### src/rtl/sdram_refresh_pkg.sv
// Shared types for the refresh scheduler: command pin bundle, fixed command
// codes and the controller state encoding.
package sdram_refresh_pkg;

    // Command pins in the order chip select, row strobe, column strobe,
    // write enable, A10.
    typedef struct packed {
        logic cs_n;
        logic ras_n;
        logic cas_n;
        logic we_n;
        logic a10;
    } sdr_pins_t;

    localparam sdr_pins_t PINS_NOP   = '{cs_n: 1'b0, ras_n: 1'b1, cas_n: 1'b1, we_n: 1'b1, a10: 1'b0};
    localparam sdr_pins_t PINS_DESEL = '{cs_n: 1'b1, ras_n: 1'b1, cas_n: 1'b1, we_n: 1'b1, a10: 1'b0};
    localparam sdr_pins_t PINS_REF   = '{cs_n: 1'b0, ras_n: 1'b0, cas_n: 1'b0, we_n: 1'b1, a10: 1'b0};
    localparam sdr_pins_t PINS_PREA  = '{cs_n: 1'b0, ras_n: 1'b0, cas_n: 1'b1, we_n: 1'b0, a10: 1'b1};

    typedef enum logic [2:0] {
        ST_IDLE    = 3'd0,  // pins free for the arbiter
        ST_PREWAIT = 3'd1,  // precharge-all sent, waiting for idle banks
        ST_RFC     = 3'd2,  // refresh cycle time hold
        ST_SR      = 3'd3,  // memory in self refresh
        ST_XWAIT   = 3'd4   // hold after self-refresh exit
    } ref_state_t;

endpackage

### src/rtl/ref_interval_timer.sv
// Interval timer: emits a one-cycle tick every INTERVAL clocks.
// Assumes INTERVAL >= 2. A high clear holds the count at zero and
// suppresses the tick, so counting resumes from zero when clear drops.
module ref_interval_timer #(
    parameter int INTERVAL = 1040
) (
    input  logic clk,
    input  logic rst_n,
    input  logic clear,
    output logic tick
);
    localparam int CW = $clog2(INTERVAL);
    localparam logic [CW-1:0] LAST = CW'(INTERVAL - 1);

    logic [CW-1:0] cnt;

    // Wrapping cycle counter, reset by rst_n or clear.
    always_ff @(posedge clk) begin
        if (!rst_n || clear) begin
            cnt <= '0;
        end else if (cnt == LAST) begin
            cnt <= '0;
        end else begin
            cnt <= cnt + 1'b1;
        end
    end

    // Tick on the final count of each interval.
    always_comb begin
        tick = !clear && (cnt == LAST);
    end
endmodule

### src/rtl/ref_owed_counter.sv
// Owed-refresh counter: adds one per timer tick and removes one per
// issued auto refresh. Saturates at MAX_OWED and clears on self-refresh entry.
// Assumes MAX_OWED >= 1.
module ref_owed_counter #(
    parameter int MAX_OWED = 8,
    localparam int OW = $clog2(MAX_OWED + 1)
) (
    input  logic          clk,
    input  logic          rst_n,
    input  logic          tick,
    input  logic          dec,
    input  logic          clr,
    output logic [OW-1:0] owed,
    output logic          owed_nz,
    output logic          urgent
);
    localparam logic [OW-1:0] CEIL = OW'(MAX_OWED);

    // Debt update with clear priority and saturation at the ceiling.
    always_ff @(posedge clk) begin
        if (!rst_n || clr) begin
            owed <= '0;
        end else begin
            unique case ({tick, dec && (owed != '0)})
                2'b10:   owed <= (owed == CEIL) ? owed : owed + 1'b1;
                2'b01:   owed <= owed - 1'b1;
                default: owed <= owed;
            endcase
        end
    end

    // Flags decoded from the count for the request logic.
    always_comb begin
        owed_nz = (owed != '0);
        urgent  = (owed == CEIL);
    end
endmodule

### src/rtl/ref_cmd_fsm.sv
// Command sequencer: decides when to precharge, refresh, enter or leave
// self refresh, drives registered command pins and the clock enable, and
// times the refresh cycle hold. Assumes TRC_CYC >= 1 and that banks_idle
// reflects precharges the sequencer issues.
module ref_cmd_fsm
    import sdram_refresh_pkg::*;
#(
    parameter int TRC_CYC = 9
) (
    input  logic       clk,
    input  logic       rst_n,
    input  logic       banks_idle,
    input  logic       grant,
    input  logic       sleep_req,
    input  logic       wake_req,
    input  logic       owed_nz,
    input  logic       urgent,
    output sdr_pins_t  pins,
    output logic       cke,
    output ref_state_t st,
    output logic       dec_owed,
    output logic       clr_owed
);
    localparam int TW = (TRC_CYC > 1) ? $clog2(TRC_CYC) : 1;
    localparam logic [TW-1:0] HOLD_LAST = TW'(TRC_CYC - 1);

    logic [TW-1:0] hold;
    logic          want;
    logic          may_go;
    logic          do_sr;
    logic          do_ref;

    // Decisions taken at the coming edge, shared by state and debt updates.
    always_comb begin
        want   = sleep_req || owed_nz;
        may_go = grant || urgent;
        do_sr  = ((st == ST_IDLE && may_go) || st == ST_PREWAIT) && banks_idle && sleep_req;
        do_ref = (((st == ST_IDLE && may_go && want) || st == ST_PREWAIT) && banks_idle && !sleep_req)
               || (st == ST_XWAIT && hold == '0);
        dec_owed = do_ref && (st != ST_XWAIT);
        clr_owed = do_sr;
    end

    // State, hold counter, pin and clock-enable registers.
    always_ff @(posedge clk) begin
        if (!rst_n) begin
            st   <= ST_IDLE;
            hold <= '0;
            pins <= PINS_NOP;
            cke  <= 1'b1;
        end else begin
            pins <= PINS_NOP;
            unique case (st)
                ST_IDLE: begin
                    if (want && may_go) begin
                        if (!banks_idle) begin
                            pins <= PINS_PREA;
                            st   <= ST_PREWAIT;
                        end else if (do_sr) begin
                            pins <= PINS_REF;
                            cke  <= 1'b0;
                            st   <= ST_SR;
                        end else begin
                            pins <= PINS_REF;
                            hold <= HOLD_LAST;
                            st   <= ST_RFC;
                        end
                    end
                end
                ST_PREWAIT: begin
                    if (do_sr) begin
                        pins <= PINS_REF;
                        cke  <= 1'b0;
                        st   <= ST_SR;
                    end else if (do_ref) begin
                        pins <= PINS_REF;
                        hold <= HOLD_LAST;
                        st   <= ST_RFC;
                    end
                end
                ST_RFC: begin
                    if (hold == '0) begin
                        st <= ST_IDLE;
                    end else begin
                        hold <= hold - 1'b1;
                    end
                end
                ST_SR: begin
                    if (wake_req) begin
                        cke  <= 1'b1;
                        hold <= HOLD_LAST;
                        st   <= ST_XWAIT;
                    end else begin
                        pins <= PINS_DESEL;
                    end
                end
                ST_XWAIT: begin
                    if (hold == '0) begin
                        pins <= PINS_REF;
                        hold <= HOLD_LAST;
                        st   <= ST_RFC;
                    end else begin
                        hold <= hold - 1'b1;
                    end
                end
                default: begin
                    st <= ST_IDLE;
                end
            endcase
        end
    end
endmodule

### src/rtl/sdram_refresh_sched.sv
// Refresh scheduler top: ties the interval timer, the owed counter and the
// command sequencer together and exposes the arbiter handshake and pins.
// Assumes the arbiter yields the pins while sched_busy is high.
module sdram_refresh_sched
    import sdram_refresh_pkg::*;
#(
    parameter int REF_INTERVAL = 1040,
    parameter int MAX_OWED     = 8,
    parameter int TRC_CYC      = 9
) (
    input  logic clk,
    input  logic rst_n,
    input  logic banks_idle,
    input  logic arb_grant,
    input  logic sleep_req,
    input  logic wake_req,
    output logic ref_req,
    output logic ref_urgent,
    output logic sched_busy,
    output logic sdr_cs_n,
    output logic sdr_ras_n,
    output logic sdr_cas_n,
    output logic sdr_we_n,
    output logic sdr_a10,
    output logic sdr_cke
);
    localparam int OW = $clog2(MAX_OWED + 1);

    logic          tick;
    logic          dec_owed;
    logic          clr_owed;
    logic          owed_nz;
    logic [OW-1:0] owed_cnt;
    ref_state_t    fsm_state;
    sdr_pins_t     pins;

    ref_interval_timer #(.INTERVAL(REF_INTERVAL)) u_timer (
        .clk   (clk),
        .rst_n (rst_n),
        .clear (fsm_state == ST_SR),
        .tick  (tick)
    );

    ref_owed_counter #(.MAX_OWED(MAX_OWED)) u_owed (
        .clk     (clk),
        .rst_n   (rst_n),
        .tick    (tick),
        .dec     (dec_owed),
        .clr     (clr_owed),
        .owed    (owed_cnt),
        .owed_nz (owed_nz),
        .urgent  (ref_urgent)
    );

    ref_cmd_fsm #(.TRC_CYC(TRC_CYC)) u_fsm (
        .clk        (clk),
        .rst_n      (rst_n),
        .banks_idle (banks_idle),
        .grant      (arb_grant),
        .sleep_req  (sleep_req),
        .wake_req   (wake_req),
        .owed_nz    (owed_nz),
        .urgent     (ref_urgent),
        .pins       (pins),
        .cke        (sdr_cke),
        .st         (fsm_state),
        .dec_owed   (dec_owed),
        .clr_owed   (clr_owed)
    );

    // Handshake outputs and pin fan-out.
    always_comb begin
        ref_req    = (fsm_state == ST_IDLE) && (owed_nz || sleep_req);
        sched_busy = (fsm_state != ST_IDLE);
        sdr_cs_n   = pins.cs_n;
        sdr_ras_n  = pins.ras_n;
        sdr_cas_n  = pins.cas_n;
        sdr_we_n   = pins.we_n;
        sdr_a10    = pins.a10;
    end
endmodule

### config.mk
export PLATFORM = sky130hd
export DESIGN_NAME = sdram_refresh_sched
export DESIGN_NICKNAME = d
export VERILOG_FILES = /design/src/rtl/sdram_refresh_pkg.sv /design/src/rtl/ref_interval_timer.sv /design/src/rtl/ref_owed_counter.sv /design/src/rtl/ref_cmd_fsm.sv /design/src/rtl/sdram_refresh_sched.sv
export SDC_FILE = /design/constraint.sdc
export NUM_CORES = 1
export LEC_CHECK = 0
export BUFFER_PORTS_ARGS = -buffer_cell sky130_fd_sc_hd__buf_4
export CORE_AREA = 2 2 58 55
export CTS_BUF_LIST = sky130_fd_sc_hd__clkbuf_8
export DETAILED_ROUTE_END_ITERATION = 16
export DIE_AREA = 0 0 60 57
export GPL_TIMING_DRIVEN = 0
export PLACE_DENSITY = 0.85
export SLEW_MARGIN = 20
export SYNTH_ARGS = -nofsm -noshare
export SYNTH_HDL_FRONTEND = slang
export SYNTH_HIERARCHICAL = 1
export SYNTH_SLANG_ARGS = --single-unit
### constraint.sdc
create_clock -name clk -period 3.8 [get_ports clk]
set_clock_uncertainty 0.2 [all_clocks]
set_input_delay 0.19 -clock clk [delete_from_list [all_inputs] [get_ports clk]]
set_output_delay 0.19 -clock clk [all_outputs]
set_load 0.05 [all_outputs]
==> flow_metrics.tcl, run 1 <==
set metrics [dict create \
    status "finished, final reports clean" \
    layout_setup_ws_ps 294 \
    io_buffers 14 \
    stdcell_area_um2 1900 \
    drv_cap 0 \
    grt_pass1_vias 1258 \
    via_per_inst 5.86 \
    crit_path_max_fanout 7 \
    rows 19 \
    grt_usage_pct 20.9 \
    holdWs_ps 157 \
    synth_top_area_share_pct 34.0 \
    synthArstFlopShare_pct 0 \
    grt_max_degree 15 \
    powerDensity_nw_per_um2 374 \
    setup_viol_count_final 0 \
    fp.dieArea_um2 3420 \
    total_power_uw 710 \
    drive_gt1_share_pct 17.1 \
    wl_per_cell_um 13.2 \
    synth_most_common_cell "dfxtp_1" \
    syn_nets 201 \
    syn_area_um2 1650 \
    routed_wl_um 3320 \
    die_height_um 57 \
    synthCells 190 \
    pwr-share-comb_pct 31.6 \
    p_sw_uw 244 \
    clock_power_share_pct 22.4 \
    timing_hold_violations_final 0 \
    ant_nets 0 \
    gp_congestion 0.864 \
    insertedDiodeCount 0 \
    p_leak_nw 0.665 \
    rsz0062_at_grt "false" \
    synth-edff-count 0 \
    slew_headroom_pct 31.4 \
    clock_path_buffers 2 \
    grt_overflow 0 \
    dieWidth_um 60 \
    syn_avg_cell_area_um2 8.68 \
    worst_ep_arrival_time_ps 3470 \
    maxSlewViolCount 0 \
    start_kind "flip-flop" \
    drc 0 \
    synthTopCellsByCount "dfxtp_1, nand2_1, inv_1, nor2_1" \
    synth_top_cell_by_area "dfxtp_1" \
    dpl_cell_area_um2 1810 \
    post-cts-setup-buffers 0 \
    post-dp-hpwl_um 2420 \
    drt_iter0_drc 87 \
    pre_cts_slack_ps -87.8 \
    yosys-top-cells-area "dfxtp_1, nand2_1, a21oi_1, ha_1, o21ai_0" \
    period_minus_slack_ps 3510 \
    internal_power_uw 466 \
    layout.nets 223 \
    cts_tree "built" \
    clkSlewWorstSetupHoldPaths_ps 90 \
    grt_pass1_wl_um 5530 \
    ys_ff_latch 28 \
    vdd_drop_max_uv 234 \
    synth_cell_types 57 \
    syn_to_final_growth_pct 15.0 \
    crit_path_end_kind "flip-flop" \
    seq_power_share_pct 46.0 \
    hold_path.class "input pin to flip-flop" \
    initial_core_util_pct 57.3 \
    rrSetupSlack_ps 290 \
    ios 15 \
    cts-root-buf "clkbuf_8" \
    worst-slew-pin-transition_ps 1020 \
    cts_buffers 3 \
    num_vias 1476 \
    synthFlopType "dfxtp_1" \
    htree_num_levels 1 \
    swShare_pct 34.3 \
    timing.fmax_ghz 0.285 \
    required_ps 3760 \
    numClockSinks 28 \
    firstDrtPassIters 4 \
    worstSetupPathType "flip-flop to flip-flop" \
    yosys_warnings 6 \
    core_area_um2 2880 \
    antenna_found_initial 0 \
    ys_seq_area_share_pct 34.0 \
    clock_latency_ps 280 \
    min_period_over_period_pct 92.3 \
]
## metrics by stage
step           setup TNS [ps]  std cells  utilization, %
6_report                    0        252            65.9
5_1_grt                     0        252            65.9
2_1_floorplan               0        190               -
3_3_place_gp                0        246            62.9
4_1_cts                     0        252            65.5
3_5_place_dp            -87.8        246            62.9
## critical path: stages (launching register included)
cell	delay, ps
dfxtp_1	340
or4b_4	560
nor4_1	840
nand2b_1	250
nand2b_1	160
inv_1	70
ha_1	320
a21oi_1	210
nand2_1	130
o221ai_1	190
a31oi_1	110
## cell usage in the layout, fill, tap and decap left out, drive strengths merged, types with 3 or more instances in the layout
master / count
a21oi: 10
nor2: 14
nand2: 14
o21ai: 12
ha: 4
nand3: 9
nor3: 9
dfxtp: 28
nand2b: 7
o31ai: 3
clkbuf: 7
dlygate4sd3: 3
inv: 13
or3: 5
buf: 17
nor4: 5
or4: 3
xnor2: 5
## cells by family after synthesis
logic type / share of synthesized area (%)
compound gates: 25.4
xor+xnor: 3.19
simple gates: 26.5
buf+inv: 5.46
flops: 34.0
mux: 1.21
fa+ha+maj: 4.25
## state kept, by name, summed over array words and instances (netlist names)
signal,flops
u_fsm/cke,1
u_timer/cnt,11
u_fsm/pins,5
u_owed/owed,4
u_fsm/st,3
u_fsm/hold,4
## routing by layer
metal / vias to the layer above / GRT usage (%) / wire length (um)
met5: - / 0 / 0
li1: 751 / - / -
met4: 0 / 6.98 / 38
met1: 675 / 29.9 / 1630
met2: 45 / 31.1 / 1470
met3: 5 / 4.76 / 182
## final timing paths
path                       start             end  cells past startpoint
setup / recovery  u_timer/cnt[4]  u_owed/owed[3]                     10
setup reg to reg  u_timer/cnt[4]  u_owed/owed[3]                     10
hold / removal         sleep_req     u_fsm/st[0]                      5
hold reg to reg   u_timer/cnt[0]  u_timer/cnt[0]                      1
## cell type report
class	instances	area [um^2]
Timing Repair Buffer	17	135
Buffer	7	41.3
Inverter	13	48.8
Multi-Input combinational cell	142	1020
Tap cell	42	52.6
Fill cell	267	980
Sequential cell	28	561
Clock buffer	3	41.3
## power groups by stage
stage,clock (mW),combinational [mW],sequential [mW]
2_1_floorplan,0,0.146,0.350
3_3_place_gp,0,0.212,0.332
3_5_place_dp,0,0.216,0.333
4_1_cts,0.168,0.220,0.326
5_1_grt,0.181,0.243,0.329
6_report,0.159,0.225,0.327
## repair_timing
| action | CTS | global route |
|---|---|---|
| hold buffers | 3 | 0 |
| pin swaps | 0 | 0 |
| setup endpoints to repair | 1 | 1 |
| resized for setup | 1 | 1 |
| hold endpoints to repair | 4 | 0 |
Power figures use the tool's default switching activity.
==> run 2, diff against run 1 <==
--- a/config.mk
+++ b/config.mk
@@ -6,12 +6,12 @@
 export NUM_CORES = 1
 export LEC_CHECK = 0
 export BUFFER_PORTS_ARGS = -buffer_cell sky130_fd_sc_hd__buf_4
-export CORE_AREA = 2 2 58 55
+export CORE_AREA = 2 2 59 55
 export CTS_BUF_LIST = sky130_fd_sc_hd__clkbuf_8
 export DETAILED_ROUTE_END_ITERATION = 16
-export DIE_AREA = 0 0 60 57
+export DIE_AREA = 0 0 61 57
 export GPL_TIMING_DRIVEN = 0
-export PLACE_DENSITY = 0.85
+export PLACE_DENSITY = 0.84
 export SLEW_MARGIN = 20
 export SYNTH_ARGS = -nofsm -noshare
 export SYNTH_HDL_FRONTEND = slang
==> flow_metrics.tcl, run 2 (synthesized netlist as in run 1, its figures left out) <==
set metrics [dict create \
    firstDrtPassIters 4 \
    crit_top_cell "nand2b_1" \
    die_height_um 57 \
    worstSetupPathType "flip-flop to flip-flop" \
    core_area_um2 2920 \
    path_delay_family "compound AO/OA/AOI/OAI gates" \
    insertedDiodeCount 0 \
    layout_setup_ws_ps 358 \
    drt_iter0_drc 79 \
    via_per_inst 5.79 \
    grt_pass1_wl_um 5460 \
    total_power_uw 733 \
    post-dp-hpwl_um 2440 \
    cts-root-buf "clkbuf_8" \
    min_period_over_period_pct 90.6 \
    numClockSinks 28 \
    initial_core_util_pct 56.4 \
    crit_path_end_kind "flip-flop" \
    reg_top3 "u_timer/cnt: 11 flops, u_fsm/pins: 5 flops" \
    io_buffers 14 \
    drc 0 \
    path_cells "nor3_2, and2_1, o21ai_0, a2111oi_4, nand2b_1, nand2b_1, inv_1, ha_1, a21oi_1, nand2_1, o221ai_1, a31oi_1" \
    hold_path.class "input pin to flip-flop" \
    antenna_found_initial 0 \
    drive_gt1_share_pct 18.0 \
    dieWidth_um 61 \
    vdd_drop_max_uv 222 \
    cts_tree "built" \
    period_minus_slack_ps 3440 \
    layout.nets 223 \
    clock_latency_ps 270 \
    worst-slew-pin-transition_ps 686 \
    ant_nets 0 \
    clock_path_buffers 2 \
    rows 19 \
    timing.fmax_ghz 0.291 \
    rsz0062_at_grt "false" \
    p_leak_nw 0.672 \
    required_ps 3760 \
    status "finished, final reports clean" \
    htree_num_levels 1 \
    place_inst 246 \
    final_common_cell "dfxtp_1" \
    grt_usage_pct 20.2 \
    cp_slowest_stage_delay_ps 530 \
    timing_hold_violations_final 0 \
    maxSlewViolCount 0 \
    fp.dieArea_um2 3480 \
    drv_cap 0 \
    largest_register "u_timer/cnt" \
    crit_slowest_cell "a2111oi_4" \
    grt_overflow 0 \
    grt_max_degree 16 \
    worst_ep_arrival_time_ps 3400 \
    final_cell_mix "dfxtp_1, nand2_1, buf_4" \
    ios 15 \
    start_kind "flip-flop" \
    cts_buffers 3 \
    gp_congestion 0.906 \
    worst-path-buf-inv 1 \
    num_vias 1466 \
    clkSlewWorstSetupHoldPaths_ps 90 \
    wl_per_cell_um 13.3 \
    setup_viol_count_final 0 \
    syn_to_final_growth_pct 16.2 \
    crit_path_max_fanout 6 \
    slew_headroom_pct 53.9 \
    post-cts-setup-buffers 0 \
    pre_cts_slack_ps -60.6 \
    largest_reg_flops 11 \
    routed_wl_um 3370 \
    powerDensity_nw_per_um2 382 \
    finalNonFillerCells 253 \
    grt_pass1_vias 1294 \
]
## run 2: cell types whose count changed in the layout (fill, tap and decap cells not counted), sizes merged
cell	before	now
clkbuf	7	8
## run 2: through the flow
step                      TNS [ps]  cell area (um^2)  hold WS (ps)  util (%)
after global placement           0              1810           200      61.8
after floorplan                  0              1650          68.7         -
after global routing             0              1920           241      65.6
after detailed placement     -60.6              1810           206      61.8
final                            0              1920           204      65.6
after CTS                        0              1900           155      64.9
## run 2: routing by layer
layer	vias to the layer above	share of wire, %	global-route usage (%)
met5	-	0	0
met4	0	0.50	5.28
li1	753	-	-
met2	44	46	33.5
met3	4	5.8	2.72
met1	665	48	27.6
## run 2: area by class of cell
| class | instances | area, um^2 |
|---|---|---|
| timing repair buffer | 17 | 135 |
| clock buffer | 4 | 55.1 |
| multi-input combinational | 142 | 1020 |
| buffer | 7 | 41.3 |
| inverter | 13 | 48.8 |
| sequential | 28 | 561 |
| fill | 240 | 1010 |
| tap | 42 | 52.6 |
## run 2: final timing paths
path / from / to / slack, ps / depth (start not counted)
worst min-delay path: sleep_req / u_fsm/st[0] / 200 / 5
worst max-delay path: u_owed/owed[2] / u_owed/owed[3] / 360 / 12
worst max register to register: u_owed/owed[2] / u_owed/owed[3] / 360 / 12
worst min register to register: u_timer/cnt[0] / u_timer/cnt[0] / 270 / 1
## run 2: tightest hold or removal path, stage by stage
cell and delay [ps]:
buf_4 130, o21ai_0 110, nand2_1 70, nand3_1 70, o21ai_0 60
## run 2: power breakdown
| group | switching, mW | leakage (nW) | internal (mW) |
|---|---|---|---|
| sequential | 0.0141 | 0.227 | 0.312 |
| clock | 0.0909 | 0.0288 | 0.0927 |
| combinational | 0.140 | 0.416 | 0.0836 |
## run 2: what timing repair did
action / 4_1_cts / 5_1_grt
endpoints found under the setup margin: 1 / 1
gates resized for setup: 1 / 1
hold endpoints to repair: 4 / 0
hold buffers: 3 / 0
==> run 3, diff against run 2 <==
--- a/config.mk
+++ b/config.mk
@@ -11,7 +11,9 @@
 export DETAILED_ROUTE_END_ITERATION = 16
 export DIE_AREA = 0 0 61 57
 export GPL_TIMING_DRIVEN = 0
+export HOLD_SLACK_MARGIN = 0.03
 export PLACE_DENSITY = 0.84
+export REMOVE_ABC_BUFFERS = 1
 export SLEW_MARGIN = 20
 export SYNTH_ARGS = -nofsm -noshare
 export SYNTH_HDL_FRONTEND = slang
==> flow_metrics.tcl, run 3 (synthesized netlist as in run 1, its figures left out) <==
set metrics [dict create \
    status "finished, final reports clean" \
    crit_path_end_kind "flip-flop" \
    drc 0 \
    htree_num_levels 1 \
    layout.nets 216 \
    timing.fmax_ghz 0.288 \
    grt_pass1_wl_um 6000 \
    timing.rr.start "u_owed/owed[0]" \
    holdWs_ps 152 \
    start_kind "flip-flop" \
    largest_register "u_timer/cnt" \
    fp.dieArea_um2 3480 \
    cts_buffers 3 \
    ios 15 \
    reg_top3 "u_timer/cnt: 11 flops, u_fsm/pins: 5 flops" \
    rrSetupSlack_ps 320 \
    grt_max_degree 23 \
    worst_ep_arrival_time_ps 3430 \
    syn_to_final_growth_pct 14.7 \
    cts_tree "built" \
    r2r-end "u_owed/owed[3]" \
    slew_headroom_pct 51.1 \
    grt_pass1_vias 1378 \
    hold_path_depth 5 \
    drt_iter0_drc 119 \
    hp-start "sleep_req" \
    numClockSinks 28 \
    n_fill_cell 250 \
    period_minus_slack_ps 3480 \
    via_per_inst 6.17 \
    firstDrtPassIters 4 \
    io_buffers 14 \
    core_area_um2 2920 \
    grt_overflow 0 \
    clock_path_buffers 2 \
    insertedDiodeCount 0 \
    rows 19 \
    final_cell_mix "dfxtp_1, nand2_1, buf_4" \
    clkSlewWorstSetupHoldPaths_ps 100 \
    final_common_cell "dfxtp_1" \
    powerDensity_nw_per_um2 412 \
    finalNonFillerCells 246 \
    gp_congestion 0.905 \
    antenna_found_initial 0 \
    vdd_drop_max_uv 330 \
    min_period_over_period_pct 91.5 \
    worstSetupPathType "flip-flop to flip-flop" \
    clock_latency_ps 280 \
    drive_gt1_share_pct 17.6 \
    die_height_um 57 \
    grt_usage_pct 22.2 \
    initial_core_util_pct 56.4 \
    p_leak_nw 0.661 \
    crit_path_max_fanout 6 \
    required_ps 3760 \
    cts-root-buf "clkbuf_8" \
    drv_cap 0 \
    min_to "u_fsm/st[0]" \
    worst-slew-pin-transition_ps 733 \
    place_inst 239 \
    post-dp-hpwl_um 2510 \
    num_vias 1519 \
    setup_viol_count_final 0 \
    wl_per_cell_um 14.9 \
    tns_ps 0 \
    largest_reg_flops 11 \
    maxSlewViolCount 0 \
    timing_hold_violations_final 0 \
    routed_wl_um 3670 \
    total_power_uw 779 \
    reg2reg_depth 12 \
    ant_nets 0 \
    dieWidth_um 61 \
    hold_path.class "input pin to flip-flop" \
]
[run 3: cell count changes in the layout (fill, tap and decap cells not counted), sizes merged]
cell    delta
clkbuf     -5
bufinv     +1
buf        -3
[run 3: what timing repair did]
item | 4_1_cts | 5_1_grt
gates resized for setup | 0 | 2
endpoints found under the setup margin | 0 | 2
hold buffers | 3 | 0
setup buffers | 0 | 0
endpoints found under the hold margin | 5 | 0
[run 3: metrics by stage]
stage	setup WS, ps	instance area [um^2]	utilization, %
final	324	1890	64.7
after global routing	-31.4	1890	64.7
after floorplan	-88.4	1610	-
after global placement	-122	1770	60.4
after CTS	18.8	1870	63.9
after detailed placement	42.4	1770	60.4
[run 3: per-layer routing]
| layer | track usage, % | vias to the layer above | share of wire (%) |
|---|---|---|---|
| met2 | 38.2 | 66 | 51 |
| met3 | 4.99 | 7 | 6.9 |
| li1 | - | 733 | - |
| met4 | 6.83 | 0 | 1.1 |
| met5 | 0 | - | 0 |
| met1 | 27.2 | 713 | 41 |
[run 3: final cells by class]
cell class	count	area, um^2	area share (%)
multi-input combinational	142	1020	54.1
timing repair buffer	17	135	7.14
inverter	13	48.8	2.58
sequential	28	561	29.6
clock inverter	1	30.0	1.59
clock buffer	3	41.3	2.18
tap	42	52.6	2.78
[run 3: where the power goes]
part,switching (mW),internal [mW],leakage (nW)
logic,0.120,0.0770,0.398
registers,0.0349,0.312,0.227
clock network,0.0948,0.141,0.0357
[run 3: how the worst max path moves through the flow]
stage,slack [ps],end,startpoint
2_1_floorplan,-90,u_owed/owed[3],u_owed/owed[2]
3_3_place_gp,-120,u_owed/owed[3],u_owed/owed[0]
3_5_place_dp,40,u_owed/owed[3],u_owed/owed[0]
4_1_cts,20,u_owed/owed[3],u_owed/owed[0]
5_1_grt,-30,u_owed/owed[3],u_owed/owed[0]
6_report,320,u_owed/owed[3],u_owed/owed[0]
[run 3: critical path: stages, from the launching register on]
cell and delay (ps):
dfxtp_1 390, nor3_2 380, and2_1 320, o21ai_0 220
a2111oi_4 520, nand2b_1 160, nand2b_1 200, inv_1 90
ha_1 260, a21oi_1 190, nand2_1 120, o221ai_1 180
a31oi_1 110
